### src/rtl/cla_pkg.sv
package cla_pkg;
    localparam int GROUP_W = 4;
endpackage

### src/rtl/cla_bit_gp.sv
module cla_bit_gp #(
    parameter int W = 4
) (
    input  logic [W-1:0] x_in,
    input  logic [W-1:0] y_in,
    output logic [W-1:0] gen_o,
    output logic [W-1:0] prop_o
);
    for (genvar k = 0; k < W; k++) begin : g_bit
        assign gen_o[k]  = x_in[k] & y_in[k];
        assign prop_o[k] = x_in[k] ^ y_in[k];
    end
endmodule

### src/rtl/cla_carry_net.sv
module cla_carry_net #(
    parameter int W = 4
) (
    input  logic [W-1:0] gen_i,
    input  logic [W-1:0] prop_i,
    input  logic         c0_i,
    output logic [W:0]   carry_o,
    output logic         grp_gen_o
);
    logic [W-1:0] gen_chain;

    assign carry_o[0] = c0_i;

    for (genvar i = 0; i < W; i++) begin : g_carry
        logic [i:0] terms;
        logic       cin_term;
        for (genvar j = 0; j <= i; j++) begin : g_term
            if (j == i) begin : g_top
                assign terms[j] = gen_i[j];
            end else begin : g_low
                assign terms[j] = gen_i[j] & (&prop_i[i:j+1]);
            end
        end
        assign cin_term     = c0_i & (&prop_i[i:0]);
        assign gen_chain[i] = |terms;
        assign carry_o[i+1] = gen_chain[i] | cin_term;
    end

    assign grp_gen_o = gen_chain[W-1];
endmodule

### src/rtl/cla_sum_stage.sv
module cla_sum_stage #(
    parameter int W = 4
) (
    input  logic [W-1:0] prop_i,
    input  logic [W-1:0] carry_i,
    output logic [W-1:0] sum_o
);
    for (genvar k = 0; k < W; k++) begin : g_sum
        assign sum_o[k] = prop_i[k] ^ carry_i[k];
    end
endmodule

### src/rtl/cla4_group.sv
module cla4_group
    import cla_pkg::*;
#(
    parameter int W = GROUP_W
) (
    input  logic [W-1:0] a_op,
    input  logic [W-1:0] b_op,
    input  logic         c_in,
    output logic [W-1:0] sum_out,
    output logic         c_out,
    output logic         grp_gen,
    output logic         grp_prop
);
    logic [W-1:0] bit_gen;
    logic [W-1:0] bit_prop;
    logic [W:0]   carries;

    cla_bit_gp #(.W(W)) u_gp (
        .x_in   (a_op),
        .y_in   (b_op),
        .gen_o  (bit_gen),
        .prop_o (bit_prop)
    );

    cla_carry_net #(.W(W)) u_carry (
        .gen_i     (bit_gen),
        .prop_i    (bit_prop),
        .c0_i      (c_in),
        .carry_o   (carries),
        .grp_gen_o (grp_gen)
    );

    cla_sum_stage #(.W(W)) u_sum (
        .prop_i  (bit_prop),
        .carry_i (carries[W-1:0]),
        .sum_o   (sum_out)
    );

    assign c_out    = carries[W];
    assign grp_prop = &bit_prop;
endmodule

### config.mk
export PLATFORM = sky130hd
export DESIGN_NAME = cla4_group
export DESIGN_NICKNAME = d
export VERILOG_FILES = /design/src/rtl/cla_pkg.sv /design/src/rtl/cla_bit_gp.sv /design/src/rtl/cla_carry_net.sv /design/src/rtl/cla_sum_stage.sv /design/src/rtl/cla4_group.sv
export SDC_FILE = /design/constraint.sdc
export NUM_CORES = 1
export LEC_CHECK = 0
export ABC_AREA = 0
export BUFFER_PORTS_ARGS = -buffer_cell sky130_fd_sc_hd__buf_2
export CAP_MARGIN = 20
export CORE_AREA = 2 2 39 41
export DETAILED_ROUTE_END_ITERATION = 6
export DIE_AREA = 0 0 41 43
export GPL_TIMING_DRIVEN = 0
export PLACE_DENSITY_LB_ADDON = 0.25
export SLEW_MARGIN = 20
export SYNTH_ARGS = -nofsm -noshare
export SYNTH_HDL_FRONTEND = slang
export SYNTH_SLANG_ARGS = --single-unit
### constraint.sdc
create_clock -name vclk -period 2.2
set_input_delay 0.66 -clock vclk [all_inputs]
set_output_delay 0.66 -clock vclk [all_outputs]
set_load 0.005 [all_outputs]
Word-level counts from Yosys, hierarchy flattened
Index checks and enable logic that the tools add are counted.
{"block": "totals", "regBits": 0, "input_bits": 9, "elab_cells": 35}
{"block": "classes", "bitwise": 26, "reduce_logical": 9}
{"op": "AND 1 bit", "count": 14}
{"op": "XOR 1 bit", "count": 8}
{"op": "AND reduction 2 bit", "count": 3}
{"op": "AND reduction 3 bit", "count": 2}
{"op": "OR 1 bit", "count": 4}
{"op": "AND reduction 4 bit", "count": 1}
{"op": "OR reduction 4 bit", "count": 1}
{"op": "OR reduction 3 bit", "count": 1}
{"op": "OR reduction 2 bit", "count": 1}

Longest topological paths before layout
Gate-level depths: netlist (run 1).
{"block": "logic_depth", "word_depth": 6, "depth_mapped": 4, "ltp_nobuf": 4}

Modules after synthesis
Synthesis (run 1) repeated with hierarchy kept, for this count alone.
{"block": "unflattened", "cells_unflattened": 19, "area_unflattened_um2": 152.6}
{"module": "cla_carry_net", "instances": 1, "cells_each": 10, "area_each_um2": 58.8}
{"module": "cla_bit_gp", "instances": 1, "cells_each": 4, "area_each_um2": 50.0}
{"module": "cla_sum_stage", "instances": 1, "cells_each": 4, "area_each_um2": 35.0}
{"module": "cla4_group", "instances": 1, "cells_each": 1, "area_each_um2": 8.8}

Worst setup path before layout (run 1)
OpenSTA, ideal clock, no wires.
{"block": "synth_path", "kind": "input to output", "start": "in a_op[0]", "end": "out sum_out[3]", "t_arrival_ns": 1.466, "t_required_ns": 1.540, "path_slack_ns": 0.074, "cell_stages": 4, "path_buffers": 0, "cell_sequence": "ha_1 > a211oi_2 > o21bai_2 > xor2_1"}
{"block": "synth_between", "elab_chain_cells": 5, "elab_cells_between_ends": 8, "classes_between": "bitwise (6); reduce/logical (2)"}
{"element": "from (decl)", "line": "cla4_group.sv:6", "rtl": "input logic [W-1:0] a_op,"}
{"element": "AND 1 bit or XOR 1 bit (tied branches)", "line": "cla_bit_gp.sv:10, cla_bit_gp.sv:11"}
{"element": "AND 1 bit or AND reduction 3 bit (tied branches)", "line": "cla_carry_net.sv:21, cla_carry_net.sv:24"}
{"element": "OR reduction 3 bit or AND 1 bit (tied branches)", "line": "cla_carry_net.sv:25, cla_carry_net.sv:24"}
{"element": "OR 1 bit *", "line": "cla_carry_net.sv:26", "rtl": "assign carry_o[i+1] = gen_chain[i] | cin_term;"}
{"element": "XOR 1 bit *", "line": "cla_sum_stage.sv:9", "rtl": "assign sum_o[k] = prop_i[k] ^ carry_i[k];"}
{"element": "to (decl)", "line": "cla4_group.sv:9", "rtl": "output logic [W-1:0] sum_out,"}
Every way passes the cells marked *; elsewhere a longest branch is shown, timed or not.

Worst setup path after layout (run 1)
{"block": "layout_path", "start": "in b_op[0]", "end": "out sum_out[3]"}
{"block": "layout_between", "elab_chain_cells": 5, "elab_cells_between_ends": 8, "classes_between": "bitwise (6); reduce/logical (2)"}
{"element": "from (decl)", "line": "cla4_group.sv:7", "rtl": "input logic [W-1:0] b_op,"}
{"element": "AND 1 bit or XOR 1 bit (tied branches)", "line": "cla_bit_gp.sv:10, cla_bit_gp.sv:11"}
{"element": "AND 1 bit or AND reduction 3 bit (tied branches)", "line": "cla_carry_net.sv:21, cla_carry_net.sv:24"}
{"element": "OR reduction 3 bit or AND 1 bit (tied branches)", "line": "cla_carry_net.sv:25, cla_carry_net.sv:24"}
{"element": "OR 1 bit *", "line": "cla_carry_net.sv:26"}
{"element": "XOR 1 bit *", "line": "cla_sum_stage.sv:9"}
Marked as above.

==> impl_metrics.yaml, run 1 <==
clock_network:
  cts_setup_buffers: 0
  hold_buffers: 0
detailed_routing:
  ant_nets: 0
  drt_iter0_markers: 0
  avgRoutedWirePerCell_um: 8.66
  dr_total_vias: 215
  routed_wirelength_um: 485
  drcViolationCount: 0
  routed_via_density: 3.84
  first_pass_iters: 1
run:
  drv_cap: 0
outcome:
  outcome: "finished, violations left"
  violations: "setup timing"
floorplan:
  initial_utilization_pct: 13.1
  core_mm2: 0.00138
  die_y_um: 43
  fp.dieArea_mm2: 0.00176
  row_count: 14
  dieWidth_um: 41
  io_pins: 16
timing:
  hold-worst-slack_ns: 1.63
  fin_crit_sh_pct: 103
  worst_pin_slew_ns: 0.205
  finalCriticalPeriod_ns: 2.26
  final-hold-violation-count: 0
  finalSetupViolCount: 2
  setup_ws_ns: -0.0560
  relSlewSlack_pct: 86.3
  rsz0062_at_grt: "true"
  slew_viol_final: 0
  fmax_ghz: 0.443
placement:
  dp.cells: 56
  dpl_cell_area_um2: 282
  gp_congestion: 0.643
  port_buffers: 16
  post-dp-hpwl_um: 433
critical_path:
  start_kind: "primary input"
  setup.worst_path.end_class: "output pin"
  path_max_fanout: 2
  cp.arrival_ns: 1.60
  critPathKind: "primary input to output pin"
  worstPathRequired_ns: 1.54
synth:
  yosys.area.top_type_share_pct: 27.6
  yosysUniqueCellTypes: 12
  synth_area_per_cell_um2: 7.56
  synth.cell_area_um2: 181
  synth_area_leader_cell: "ha_1"
  synth.area.top_cells: "ha_1 28%, fa_1 11%, xor2_1 9.7%, inv_1 8.3%, a211oi_2 6.9%"
  syn_nets: 38
  netlist_top_cells_count: "4 x ha_1, 4 x inv_1, 3 x nor2_1"
  ys_warn_count: 0
  seq_area_frac_synth_pct: 0
  syn_inst: 24
layout:
  nClkBuffers: 0
  nets: 56
  final_area_um2: 374
  layout-drive-gt1-share_pct: 67.5
  stdcell_count: 56
  syn_to_final_growth_pct: 106
  final_util_pct: 27.0
  fillCellCount: 155
  regArea_um2: 0
  seq_cell_count: 0
  antenna_cells: 0
global_route:
  grt_pass1_vias: 226
  grt_pass1_wl_um: 821
  grt.overflow.total: 0
  grtUsageTotal_pct: 6.10
  antenna_found_initial: 0
  grt_max_degree: 6
power_and_ir_drop:
  ir_drop_v: 0.0000745
  power.total_mw: 0.102
  p_leak_nw: 0.175
  power_density_mw_per_mm2: 274
hold_path:
  hold_path_depth: 3
  min_delay_worst_endpoint: "c_out"
  hold_path.class: "primary input to output pin"
  hold_start: "c_in"
==> placed cells by master (no fill, tap or decap), drive strengths merged <==
| cell type | instances |
|---|---|
| xnor2 | 1 |
| buf | 16 |
| nand2 | 2 |
| o21bai | 1 |
| a21oi | 2 |
| xor2 | 2 |
| a21o | 1 |
| o21ai | 2 |
| inv | 4 |
| a211oi | 1 |
| nor2 | 3 |
| fa | 1 |
| ha | 4 |
==> power by group <==
| group | internal (mW) | switching, mW | total (mW) |
|---|---|---|---|
| combinational | 0.0570 | 0.0453 | 0.102 |
| sequential | 0 | 0 | 0 |
| clock | 0 | 0 | 0 |
| total | 0.0570 | 0.0453 | 0.102 |
==> final cells by class <==
class                           instances  area (um2)  area share [%]
Inverter                                4        15.0            4.01
Timing Repair Buffer                   16        98.8            26.4
Multi-Input combinational cell         20         240            64.2
Tap cell                               16        20.0            5.35
==> critical path: stages <==
cell,delay (ns)
buf_8,0.10
ha_4,0.24
a211oi_4,0.23
o21bai_2,0.09
xor2_1,0.16
buf_2,0.12
==> per-layer routing <==
layer,GRT usage (%),up-vias,wire (um)
met2,11.6,10,233
met5,0,-,0
li1,-,112,-
met3,0,0,44
met1,7.62,93,207
met4,0,0,0
==> stage by stage <==
step	setup slack [ns]	setup TNS, ns
after floorplan	0.0742	0
after global placement	-0.189	-0.470
after detailed placement	-0.196	-0.453
after CTS	-0.0601	-0.101
after global routing	-0.149	-0.253
final	-0.0560	-0.0926
==> logic make-up after synthesis <==
family	count (synthesis)	share of synthesized area (%)
xor gates and xnor gates	3	14.5
AOI/OAI and AO/OA	7	28.3
and+or+nand+nor	5	10.3
adders and majority gates	5	38.6
buffers and inverters	4	8.27
==> how the worst max path moves through the flow <==
stage	slack (ns)	endpoint	depth (start not counted)	startpoint
final	-0.06	sum_out[3]	6	b_op[0]
after floorplan	0.07	sum_out[3]	4	a_op[0]
after detailed placement	-0.20	sum_out[3]	6	a_op[0]
after CTS	-0.06	sum_out[3]	6	b_op[0]
after global placement	-0.19	sum_out[3]	6	a_op[0]
after global routing	-0.15	sum_out[3]	6	b_op[0]
==> what timing repair did <==
action / CTS / global route
gates resized for setup: 8 / 7
pin swaps: 5 / 2
setup endpoints to repair: 3 / 4
No activity file was read; power rests on OpenSTA's default activity.
==> run 2, diff against run 1 <==
- clock period: 2.2 -> 2 ns (I/O delays scaled with it)
==> run 2 against run 1 <==
Compared with the run above: the flow still finishes with violations (setup timing); die area is the same; first-iteration DRC count grew 1; critical path depth is the same; worst setup slack lost 0.091 ns; count of clock-buffer cells in the layout is the same; via count grew 1.4%; non-clock buffer count is the same; cell count is the same; critical endpoint is now sum_out[2]; largest cell class unchanged.
==> impl_metrics.yaml, run 2 (synthesis gave the netlist of run 1 again) <==
outcome:
  outcome: "finished, violations left"
  violations: "setup timing"
critical_path:
  path_max_fanout: 2
  critPathKind: "primary input to output pin"
  crit_path_cell_trace: "buf_8 > ha_4 > a211oi_4 > nor2_2 > xor2_1 > buf_2"
  start_kind: "primary input"
  setup.worst_path.end_class: "output pin"
  crit_family: "compound AO/OA/AOI/OAI gates"
  max_stage_delay_ns: 0.26
  worstPathRequired_ns: 1.40
  slowest_stage: "a211oi_4"
  path_buf_inv: 2
  cp.arrival_ns: 1.55
placement:
  post-dp-hpwl_um: 397
  port_buffers: 16
  dpl_cell_area_um2: 282
  dp.cells: 56
  gp_congestion: 0.657
  place_ws_ns: -0.224
floorplan:
  dieWidth_um: 41
  initial_utilization_pct: 13.1
  fp.dieArea_mm2: 0.00176
  io_pins: 16
  core_mm2: 0.00138
  die_y_um: 43
  row_count: 14
layout:
  layout-drive-gt1-share_pct: 70.0
  regArea_um2: 0
  layout_commonest_cell: "buf_2"
  stdcell_count: 56
  nClkBuffers: 0
  syn_to_final_growth_pct: 107
  nets: 56
  antenna_cells: 0
  seq_cell_count: 0
  final_area_um2: 375
  layout_common_cells: "12 x buf_2, 3 x ha_4"
power_and_ir_drop:
  power.total_mw: 0.117
  ir_drop_v: 0.0000751
  p_leak_nw: 0.177
  power_density_mw_per_mm2: 313
global_route:
  grtUsageTotal_pct: 5.80
  grt_max_degree: 6
  antenna_found_initial: 0
  grt_pass1_wl_um: 759
  grt_pass1_vias: 208
  grt.overflow.total: 0
timing:
  fmax_ghz: 0.466
  fin_crit_sh_pct: 107
  finalCriticalPeriod_ns: 2.15
  finalSetupViolCount: 5
  slew_viol_final: 0
  worst_pin_slew_ns: 0.239
  setup_ws_ns: -0.147
  relSlewSlack_pct: 84.0
  final-hold-violation-count: 0
  rsz0062_at_grt: "true"
detailed_routing:
  routed_wirelength_um: 515
  first_pass_iters: 3
  drcViolationCount: 0
  avgRoutedWirePerCell_um: 9.20
  routed_via_density: 3.89
  drt_iter0_markers: 1
  dr_total_vias: 218
  ant_nets: 0
hold_path:
  hold_path.class: "primary input to output pin"
clock_network:
  hold_buffers: 0
run:
  drv_cap: 0
[run 2: power by group]
part / internal, mW / switching (mW)
Combinational: 0.0656 / 0.0519
Clock: 0 / 0
Sequential: 0 / 0
Total: 0.0656 / 0.0519
[run 2: timing repair]
action,CTS,global route
gates resized for setup,12,8
pin swaps,6,2
buffers inserted,0,0
endpoints found under the setup margin,6,6
[run 2: final timing paths]
| path | slack (ns) | start | to | cells past startpoint |
|---|---|---|---|---|
| hold / removal | 1.49 | c_in | c_out | 3 |
| setup / recovery | -0.15 | b_op[0] | sum_out[2] | 6 |
[run 2: routing by layer]
metal,wire length (um),global-route usage (%),up-vias
li1,-,-,111
met1,212,7.94,97
met2,255,10.3,10
met3,47,0,0
met4,0,0,0
met5,0,0,-
[run 2: through the flow]
step | setup TNS (ns) | hold slack, ns | utilization [%]
after floorplan | 0 | 1.30 | -
after global placement | -0.744 | 1.52 | 20.3
after detailed placement | -0.744 | 1.52 | 20.3
after CTS | -0.438 | 1.50 | 25.6
after global routing | -0.837 | 1.50 | 27.1
final | -0.410 | 1.49 | 27.1
[run 2: cell type report]
class	instances	area, um2
Fill cell	152	1010
Inverter	4	20.0
Multi-Input combinational cell	20	223
Tap cell	16	20.0
Timing Repair Buffer	16	113
==> run 3, diff against run 2 <==
- SYNTH_HIERARCHICAL: not set -> 1
==> run 3 against run 2 <==
Compared with the run above: synthesized cell count decreased by 21%; global-route usage is essentially flat; synthesized area decreased by 16%; sequential cell count stayed put; combinational power decreased by 19%; first-iteration DRC count grew 100%; the run still ends with setup timing left; routed wire length decreased by 11%.
==> impl_metrics.yaml, run 3 <==
detailed_routing:
  avgRoutedWirePerCell_um: 8.62
  first_pass_iters: 2
  routed_wirelength_um: 457
  dr_total_vias: 211
  routed_via_density: 3.98
  drcViolationCount: 0
  ant_nets: 0
  drt_iter0_markers: 2
layout:
  layout_common_cells: "14 x buf_2, 4 x xor2_1, 3 x buf_4"
  fillCellCount: 164
  layout-drive-gt1-share_pct: 64.9
  layout_commonest_cell: "buf_2"
  regArea_um2: 0
  nClkBuffers: 0
  stdcell_count: 53
  syn_to_final_growth_pct: 102
  antenna_cells: 0
  nets: 52
  multi_input_area_um2: 170
  seq_cell_count: 0
global_route:
  grtUsageTotal_pct: 5.79
  grt_pass1_vias: 204
  grt_max_degree: 5
  grt_pass1_wl_um: 759
  grt.overflow.total: 0
  antenna_found_initial: 0
synth:
  ys_warn_count: 6
  synth_area_leader_cell: "ha_1"
  netlist_top_cells_count: "4 x ha_1, 4 x xor2_1, 2 x a21o_1, 2 x a21oi_1, 2 x o21ai_1"
  yosys.area.top_type_share_pct: 32.8
  seq_area_frac_synth_pct: 0
  synth_area_per_cell_um2: 8.03
  syn_inst: 19
  synth.cell_area_um2: 153
  synth.area.top_cells: "ha_1 33%, xor2_1 23%, a21o_1 9.8%, a21oi_1 6.6%, o21ai_1 6.6%"
  yosysUniqueCellTypes: 10
  syn_nets: 32
floorplan:
  core_mm2: 0.00138
  dieWidth_um: 41
  fp.dieArea_mm2: 0.00176
  io_pins: 16
  row_count: 14
  initial_utilization_pct: 11.0
  die_y_um: 43
timing:
  final-hold-violation-count: 0
  slew_viol_final: 0
  finalCriticalPeriod_ns: 2.35
  fin_crit_sh_pct: 117
  setup_ws_ns: -0.350
  fmax_ghz: 0.426
  finalSetupViolCount: 3
  relSlewSlack_pct: 90.1
  rsz0062_at_grt: "true"
  worst_pin_slew_ns: 0.149
  hold-worst-slack_ns: 1.56
power_and_ir_drop:
  p_int_mw: 0.0536
  p_sw_share_pct: 43.7
  pwr-share-clk_pct: 0
  ir_drop_v: 0.0000860
  seq_power_share_pct: 0
  power_density_mw_per_mm2: 309
  power.share.combinational_pct: 100.0
  p_switching_mw: 0.0417
  p_leak_nw: 0.166
critical_path:
  path_max_fanout: 2
  start_kind: "primary input"
  max_stage_delay_ns: 0.23
  critPathKind: "primary input to output pin"
  crit_family: "compound AO/OA/AOI/OAI gates"
  startpoint: "b_op[0]"
  crit_cells: 8
  slowest_stage: "ha_4"
  crit_path_cell_trace: "buf_6 > ha_4 > a21o_1 > a21oi_2 > inv_2 > a21o_1 > xor2_1 > buf_2"
  cp.arrival_ns: 1.75
  worstPathRequired_ns: 1.40
  path_buf_inv: 3
  setup.worst_path.end_class: "output pin"
  crit_top_cell: "a21o_1"
placement:
  gp_congestion: 0.605
  dp.cells: 51
  port_buffers: 16
  post-dp-hpwl_um: 392
run:
  drv_cap: 0
outcome:
  violations: "setup timing"
  outcome: "finished, violations left"
clock_network:
  hold_buffers: 0
hold_path:
  hold_path.class: "primary input to output pin"
  hold_start: "c_in"
  hold_path_depth: 4
[run 3: per-stage QoR]
step / instance area [um2] / TNS (ns) / power, mW / utilization, % / worst slack [ns]
global route: 309 / -1.04 / 0.108 / 22.3 / -0.424
detailed placement: 265 / -0.905 / 0.0827 / 19.2 / -0.425
floorplan: 165 / -0.136 / 0.0463 / - / -0.136
CTS: 303 / -0.795 / 0.0947 / 21.9 / -0.369
finish: 309 / -0.736 / 0.0953 / 22.3 / -0.350
global placement: 265 / -0.917 / 0.0830 / 19.2 / -0.423
[run 3: repair_timing]
item                       in CTS  in global routing
setup endpoints to repair       5                  5
pin swaps                       5                  1
gates resized for setup         3                  1
setup buffers                   2                  0
[run 3: cells by family (layout without fill, tap and decap cells)]
family          after synthesis  after routing  share of synthesized area [%]
simple gates                  2              2                           8.20
fa+ha+maj                     4              4                           32.8
compound gates                7              7                           28.7
xor+xnor                      4              4                           22.9
buf+inv                       2             20                           7.38
[run 3: routing by layer]
metal / part of all wire [%] / global-route usage [%] / up-vias / wire length [um]
met5: 0 / 0 / - / 0
met4: 0 / 0 / 0 / 0
met3: 18 / 0 / 0 / 81
met2: 42 / 9.69 / 14 / 193
met1: 40 / 8.54 / 92 / 183
li1: - / - / 105 / -
[run 3: power groups by stage]
stage / combinational, mW / clock, mW / sequential [mW]
final: 0.0953 / 0 / 0
after global routing: 0.108 / 0 / 0
after CTS: 0.0947 / 0 / 0
after detailed placement: 0.0827 / 0 / 0
after global placement: 0.0830 / 0 / 0
after floorplan: 0.0463 / 0 / 0
[run 3: area by class of cell]
cell class / count / area share (%)
plain buffers: 1 / 2.43
inverters: 1 / 1.21
multi-input cells: 17 / 55.1
well taps: 16 / 6.48
repair buffers: 18 / 34.8
[run 3: worst paths after layout]
kind | end | slack (ns)
max | sum_out[3] | -0.35
min | sum_out[0] | 1.56
